$ cat config.mk
export PLATFORM = sky130hd
export DESIGN_NAME = mfr_rx_framer
export DESIGN_NICKNAME = d
export VERILOG_FILES = /design/src/rtl/mfr_pkg.sv /design/src/rtl/mfr_group_decode.sv /design/src/rtl/mfr_frame_fsm.sv /design/src/rtl/mfr_rx_fifo.sv /design/src/rtl/mfr_rx_framer.sv
export SDC_FILE = /design/constraint.sdc
export NUM_CORES = 1
export LEC_CHECK = 0
export BUFFER_PORTS_ARGS = -buffer_cell sky130_fd_sc_hd__buf_2
export CAP_MARGIN = 10
export CORE_MARGIN = 4
export CORE_UTILIZATION = 58
export CTS_BUF_LIST = sky130_fd_sc_hd__clkbuf_8
export CTS_CLUSTER_DIAMETER = 60
export DETAILED_ROUTE_END_ITERATION = 16
export PLACE_DENSITY = 0.78
export SLEW_MARGIN = 20
export SYNTH_ARGS = -nofsm -noshare
export SYNTH_HDL_FRONTEND = slang
export SYNTH_SLANG_ARGS = --single-unit
$ cat constraint.sdc
create_clock -name clk -period 2.79 [get_ports clk]
set_input_delay 0.558 -clock clk [delete_from_list [all_inputs] [get_ports clk]]
set_output_delay 0.558 -clock clk [all_outputs]
set_load 0.01 [all_outputs]
$ cat src/rtl/mfr_pkg.sv
package mfr_pkg;
  localparam int unsigned DATA_W  = 8;
  localparam int unsigned ENTRY_W = DATA_W + 1;
  localparam int unsigned GROUP_W = 2 * DATA_W;

  localparam logic [GROUP_W-1:0] START_HALVES = 16'hB24D;
  localparam logic [GROUP_W-1:0] STOP_HALVES  = 16'hB326;

  localparam logic [ENTRY_W-1:0] MARK_SOF  = 9'h14D;
  localparam logic [ENTRY_W-1:0] MARK_EOF  = 9'h126;
  localparam logic [ENTRY_W-1:0] MARK_SLIP = 9'h100;

  typedef enum logic [1:0] {
    ST_IDLE,
    ST_HUNT,
    ST_DATA,
    ST_DISCARD
  } rx_state_t;
endpackage

$ cat src/rtl/mfr_group_decode.sv
module mfr_group_decode
  import mfr_pkg::*;
(
  input  logic [GROUP_W-1:0] halves,
  output logic [DATA_W-1:0]  data_byte,
  output logic               all_data
);
  logic [DATA_W-1:0] pair_ok;

  // pair k occupies halves[2k+1:2k]; the first half gives the bit value
  for (genvar k = 0; k < DATA_W; k++) begin : g_pair
    assign data_byte[k] = halves[2*k+1];
    assign pair_ok[k]   = halves[2*k+1] ^ halves[2*k];
  end

  assign all_data = &pair_ok;
endmodule

$ cat src/rtl/mfr_frame_fsm.sv
module mfr_frame_fsm
  import mfr_pkg::*;
#(
  localparam int unsigned CW = $clog2(GROUP_W)
) (
  input  logic               clk,
  input  logic               rst,
  input  logic               sym_valid,
  input  logic               sym_bit,
  output logic               push_q,
  output logic [ENTRY_W-1:0] push_data_q,
  output logic               rx_active_q
);
  logic [GROUP_W-1:0] sr_q;
  logic [GROUP_W-1:0] win;
  rx_state_t          st_q;
  logic [CW-1:0]      hcnt_q;
  logic [DATA_W-1:0]  grp_byte;
  logic               grp_ok;

  assign win = {sr_q[GROUP_W-2:0], sym_bit};

  mfr_group_decode u_dec (
    .halves    (win),
    .data_byte (grp_byte),
    .all_data  (grp_ok)
  );

  always_ff @(posedge clk) begin
    if (rst) begin
      sr_q        <= '0;
      st_q        <= ST_IDLE;
      hcnt_q      <= '0;
      push_q      <= 1'b0;
      push_data_q <= '0;
      rx_active_q <= 1'b0;
    end else begin
      push_q <= 1'b0;
      if (sym_valid) begin
        sr_q <= win;
        case (st_q)
          ST_IDLE: begin
            if (sym_bit != sr_q[0]) begin
              st_q        <= ST_HUNT;
              rx_active_q <= 1'b1;
            end
          end
          ST_HUNT, ST_DISCARD: begin
            if (win == START_HALVES) begin
              st_q        <= ST_DATA;
              hcnt_q      <= '0;
              rx_active_q <= 1'b1;
              push_q      <= 1'b1;
              push_data_q <= MARK_SOF;
            end
          end
          ST_DATA: begin
            if (hcnt_q == CW'(GROUP_W - 1)) begin
              hcnt_q <= '0;
              push_q <= 1'b1;
              if (grp_ok) begin
                push_data_q <= {1'b0, grp_byte};
              end else if (win == STOP_HALVES) begin
                push_data_q <= MARK_EOF;
                st_q        <= ST_IDLE;
                rx_active_q <= 1'b0;
              end else begin
                push_data_q <= MARK_SLIP;
                st_q        <= ST_DISCARD;
                rx_active_q <= 1'b0;
              end
            end else begin
              hcnt_q <= hcnt_q + 1'b1;
            end
          end
          default: st_q <= ST_IDLE;
        endcase
      end
    end
  end

  p_data_in_frame_r1: assert property (@(posedge clk) disable iff (rst)
    (push_q && !push_data_q[DATA_W]) |-> rx_active_q);
  p_start_opens_r2: assert property (@(posedge clk) disable iff (rst)
    (push_q && push_data_q == MARK_SOF) |-> rx_active_q);
  p_stop_closes_r3: assert property (@(posedge clk) disable iff (rst)
    (push_q && push_data_q == MARK_EOF) |-> !rx_active_q);
  p_slip_closes_r4: assert property (@(posedge clk) disable iff (rst)
    (push_q && push_data_q == MARK_SLIP) |-> !rx_active_q);
endmodule

$ cat src/rtl/mfr_rx_fifo.sv
module mfr_rx_fifo #(
  parameter  int unsigned DEPTH = 16,
  parameter  int unsigned W     = 9,
  localparam int unsigned AW    = $clog2(DEPTH),
  localparam int unsigned CNTW  = $clog2(DEPTH + 1)
) (
  input  logic          clk,
  input  logic          rst,
  input  logic          wr_en,
  input  logic [W-1:0]  wr_data,
  input  logic          rd_en,
  input  logic [AW-1:0] thresh,
  input  logic          mask_lvl,
  input  logic          mask_full,
  output logic [W-1:0]  rd_data_q,
  output logic          rd_valid_q,
  output logic          lvl_flag_q,
  output logic          full_flag_q,
  output logic          irq_q
);
  logic [W-1:0]    mem [DEPTH];
  logic [AW-1:0]   wp_q, rp_q;
  logic [CNTW-1:0] cnt_q, cnt_d;
  logic            wr_ok, rd_ok, lvl_d, full_d;

  assign wr_ok = wr_en && (cnt_q != CNTW'(DEPTH));
  assign rd_ok = rd_en && (cnt_q != '0);

  always_comb begin
    cnt_d = cnt_q;
    if (wr_ok && !rd_ok)      cnt_d = cnt_q + 1'b1;
    else if (!wr_ok && rd_ok) cnt_d = cnt_q - 1'b1;
  end

  assign lvl_d  = (thresh != '0) && (cnt_d >= CNTW'(thresh));
  assign full_d = (cnt_d == CNTW'(DEPTH));

  // storage and output register kept free of reset for RAM inference
  always_ff @(posedge clk) begin
    if (wr_ok) mem[wp_q] <= wr_data;
  end

  always_ff @(posedge clk) begin
    if (rd_ok) rd_data_q <= mem[rp_q];
  end

  always_ff @(posedge clk) begin
    if (rst) begin
      wp_q        <= '0;
      rp_q        <= '0;
      cnt_q       <= '0;
      rd_valid_q  <= 1'b0;
      lvl_flag_q  <= 1'b0;
      full_flag_q <= 1'b0;
      irq_q       <= 1'b0;
    end else begin
      if (wr_ok) wp_q <= wp_q + 1'b1;
      if (rd_ok) rp_q <= rp_q + 1'b1;
      cnt_q       <= cnt_d;
      rd_valid_q  <= rd_ok;
      lvl_flag_q  <= lvl_d;
      full_flag_q <= full_d;
      irq_q       <= (lvl_d && !mask_lvl) || (full_d && !mask_full);
    end
  end

  p_no_overflow_r6: assert property (@(posedge clk) disable iff (rst)
    cnt_q <= CNTW'(DEPTH));
  p_full_drops_r6: assert property (@(posedge clk) disable iff (rst)
    (cnt_q == CNTW'(DEPTH) && wr_en && !rd_en) |=> $stable(cnt_q));
  p_empty_read_r9: assert property (@(posedge clk) disable iff (rst)
    (rd_en && cnt_q == '0) |=> !rd_valid_q);
  p_irq_masked_r8: assert property (@(posedge clk) disable iff (rst)
    (mask_lvl && mask_full) |=> !irq_q);
endmodule

$ cat src/rtl/mfr_rx_framer.sv
module mfr_rx_framer
  import mfr_pkg::*;
#(
  parameter  int unsigned DEPTH = 16,
  localparam int unsigned TW    = $clog2(DEPTH)
) (
  input  logic               clk,
  input  logic               rst,
  input  logic               sym_valid,
  input  logic               sym_bit,
  output logic               rx_active,
  input  logic               rd_en,
  output logic [ENTRY_W-1:0] rd_data,
  output logic               rd_valid,
  input  logic [TW-1:0]      lvl_thresh,
  input  logic               irq_mask_lvl,
  input  logic               irq_mask_full,
  output logic               lvl_flag,
  output logic               full_flag,
  output logic               irq
);
  logic               push;
  logic [ENTRY_W-1:0] push_data;

  mfr_frame_fsm u_fsm (
    .clk         (clk),
    .rst         (rst),
    .sym_valid   (sym_valid),
    .sym_bit     (sym_bit),
    .push_q      (push),
    .push_data_q (push_data),
    .rx_active_q (rx_active)
  );

  mfr_rx_fifo #(
    .DEPTH (DEPTH),
    .W     (ENTRY_W)
  ) u_fifo (
    .clk         (clk),
    .rst         (rst),
    .wr_en       (push),
    .wr_data     (push_data),
    .rd_en       (rd_en),
    .thresh      (lvl_thresh),
    .mask_lvl    (irq_mask_lvl),
    .mask_full   (irq_mask_full),
    .rd_data_q   (rd_data),
    .rd_valid_q  (rd_valid),
    .lvl_flag_q  (lvl_flag),
    .full_flag_q (full_flag),
    .irq_q       (irq)
  );
endmodule

==> impl_results.md <==
- Synthesized area: 0.00830 mm²
- Layout cells sized above 1: 25.9%
- Net Sw Frac: 24.0%
- Post-Synth XOR/XNOR Area: 1.24%
- CP top delay family: compound AO/OA/AOI/OAI gates
- Number of H-tree levels: 1
- Root Driver: clkbuf_8
- Total power divided by cell area: 719 mW/mm²
- Average size of a mapped cell: 16.0 µm²
- Critical path required time: 3.21 ns
- Most frequent cells in the layout: 153 x edfxtp_1, 56 x nor2_1, 48 x dfxtp_1
- Clock slew at reported path FFs: 0.06 ns
- Chip height: 128 µm
- Post-CTS setup buffer count: 0
- DRC viols: 0
- R2R depth: 13
- Crit. End Element: flop
- Hold Fails Final Rpt: 0
- CP Max Fanout: 14
- Crit-path cells: inv_1 > ha_2 > or4b_4 > nand2_4 > inv_4 > buf_6 > o22ai_4 > xor2_2 > ha_1 > o21ai_0 > a21oi_1 > o311ai_2 > o31ai_2
- Worst-Skew Late Latency: 0.55 ns
- Fin crit period: 2.65 ns
- Worst R2R Setup Slack: 0.14 ns
- CP peak stage delay: 0.49 ns
- VDD IR max: 0.625 mV
- Seq/Total Area, Yosys: 67.2%
- Area contributors post-synth: edfxtp_1 55%, mux4_2 12%, dfxtp_1 12%, ha_1 3.8%, nor2_1 2.5%
- Fin crit share: 94.9%
- Post-synthesis compound-gate area fraction: 3.74%
- First-pass GRT wire length: 26.1 mm
- Num Clock Sinks: 202
- Setup-failing EPs final: 0
- Initial antenna violation count: 0
- Ports: 25
- DRT Wirelength: 16.2 mm
- Horiz. Die Dim: 128 µm
- Seq pwr share: 49.2%
- Setup_tns: 0 ns
- Post-synth EDFFs: 153
- NetSw: 1.63 mW
- Clock Skew: 0.0128 ns
- Arrival @ worst endpoint: 3.06 ns
- 1st-iter DRT viols: 334
- Slowest cell on the critical path: or4b_4
- Comb power frac: 14.0%
- GR Util All Layers: 20.9%
- Hold Startpoint: irq_mask_full
- Clock share of power: 36.7%
- Post-Syn Nets: 554
- Hold path depth: 4
- Largest family of logic cells by synthesized area: multiplexers
- Int Power: 5.15 mW
- Routed len/inst: 20.8 µm
- Port buffer count: 24
- # placed instances: 723
- Vias: 4608
- Drt first pass iters: 7
- Remaining Overflow, GRT: 0
- Ys Warns: 0
- Total power: 6.78 mW
- Buffers & Inverters on Critical Path: 3
- Hold Path Class: input pin to flop
- Pin slew with the least headroom to its limit: 0.876 ns
- Yosys reg bits: 202
- Synth-to-layout area growth: 13.6%
- Post-synthesis mux area share: 14.3%
- FMAX: 378 MHz
- Top FF cell, synth: edfxtp_1
- Slew HR: 41.5%
- Commonest non-fill, non-tap cell in the layout: edfxtp_1
- Post-synthesis async set-or-reset flop share: 0%
- Startpoint Class: flop
- Worst Hold Endpoint: u_fifo.irq_q
- Leading area contributor after synthesis: edfxtp_1
- Hold_ws: 0.317 ns
- Deepest clock path buffer count: 3
- Mapped Cells: 518
- Row cnt: 43
- Crit Path Class: flop to flop
- Largest net degree at the start of global routing: 40
- Max-cap violation count: 0
- Leakage: 3.27 nW
- Diode count: 0
- Layout Nets: 612
- DP Wirelength: 10.6 mm
- Status: complete, no violations
- Adder-Cell Fraction of Synth Area: 3.89%
- Final non-filler cell total: 779
- Simple-gate share of the synthesized area: 7.21%
- CTS tree: yes
- Reg-to-reg endpoint: u_fifo.irq_q
- Routability-driven placement congestion ratio: 0.833
- RSZ-0062 raised after global routing: no
- Netlist cell types: 50
- Reg2reg start: u_fifo.cnt_q[1]
- Number of global-route vias before repair: 4818
- Synth top area share: 55.4%
- CTS Buf Count: 31
- Vias per cell: 5.92
- Core Region: 0.0139 mm²
- Routed Antenna Nets: 0
- FILL cells: 921
- Starting Density: 59.5%
- Final Max Tran Viols: 0
- Die area: 0.0163 mm²
power groups by stage:
| stage | clock network [mW] | logic (mW) | registers (mW) |
|---|---|---|---|
| final | 2.49 | 0.951 | 3.34 |
| after global routing | 2.70 | 1.04 | 3.34 |
| after CTS | 2.54 | 0.937 | 3.34 |
| after detailed placement | 0 | 0.929 | 3.40 |
| after global placement | 0 | 0.895 | 3.39 |
| after floorplan | 0 | 0.650 | 3.41 |
cells by family (layout without fill, tap and decap cells):
group	after synthesis	in the layout
multiplexers	62	62
XOR/XNOR	10	10
AO/OA/AOI/OAI	44	44
adder cells (fa/ha/maj)	26	26
flip-flops	202	202
AND/OR/NAND/NOR	122	122
buffers and inverters	52	133
state kept, by name, summed over array words and instances (netlist names):
name                count
u_fsm.hcnt_q            4
u_fifo.cnt_q            5
u_fifo.rd_data_q        9
u_fifo.full_flag_q      1
u_fsm.sr_q             15
u_fifo.rd_valid_q       1
u_fifo.wp_q             4
u_fsm.push_data_q       9
u_fsm.rx_active_q       1
u_fsm.push_q            1
u_fsm.st_q              2
u_fifo.rp_q             4
u_fifo.lvl_flag_q       1
u_fifo.irq_q            1
u_fifo.mem            144
worst reg2reg max path, stage by stage, from the launching register on:
cell      delay, ns
dfxtp_1        0.31
inv_1          0.07
ha_2           0.21
or4b_4         0.49
nand2_4        0.13
inv_4          0.04
buf_6          0.16
o22ai_4        0.12
xor2_2         0.18
ha_1           0.24
o21ai_0        0.09
a21oi_1        0.10
o311ai_2       0.26
o31ai_2        0.12
metrics by stage:
stage | util (%) | setup slack, ns | instance area [µm²]
after floorplan | - | 0.0661 | 8300
after detailed placement | 62.8 | -0.108 | 8750
final | 67.6 | 0.143 | 9430
after global placement | 62.8 | 0.0491 | 8750
after global routing | 67.6 | 0.0131 | 9430
after CTS | 67.4 | 0.0154 | 9400
what timing repair did:
item,CTS,global route
pin swaps,2,1
resized for setup,3,4
endpoints found under the setup margin,1,1
endpoints found under the hold margin,0,0
hold buffers,0,0
synth_stat cells (all sizes together), types with 3 or more instances:
cell type,number
mux2i,17
clkbuf,14
mux4,45
or3,4
buf,11
xor2,7
nand2,20
ha,25
o21ai,4
nor4,3
nor3,7
edfxtp,153
nand3,7
dfxtp,49
a211oi,8
nand2b,4
nand4,8
inv,27
a21oi,14
nor2,56
o2111ai,3
cell type report:
type	instances	area, µm²	share of cell area (%)
clock buffers	34	468	4.96
clock inverters	22	173	1.83
inverters	27	104	1.10
multi-input cells	264	2550	27.0
flip-flops and latches	202	5580	59.2
well taps	180	225	2.39
repair buffers	50	332	3.52
how the worst max path moves through the flow:
stage / end / startpoint / cells past startpoint / slack (ns)
3_3_place_gp: u_fifo.irq_q / u_fifo.cnt_q[1] / 13 / 0.05
4_1_cts: u_fifo.irq_q / u_fifo.cnt_q[1] / 13 / 0.02
2_1_floorplan: u_fifo.irq_q / u_fifo.cnt_q[1] / 11 / 0.07
5_1_grt: u_fifo.irq_q / u_fifo.cnt_q[1] / 11 / 0.01
3_5_place_dp: u_fifo.irq_q / u_fifo.cnt_q[1] / 13 / -0.11
6_report: u_fifo.irq_q / u_fifo.cnt_q[1] / 13 / 0.14
routing by layer:
metal | up-vias | global-route usage, % | share of wire [%]
met5 | - | 0 | 0
met4 | 0 | 6.05 | 1.4
met3 | 19 | 3.60 | 5.6
met2 | 137 | 36.0 | 53
li1 | 2117 | - | -
met1 | 2335 | 27.6 | 40
No activity file was read; power rests on OpenSTA's default activity.
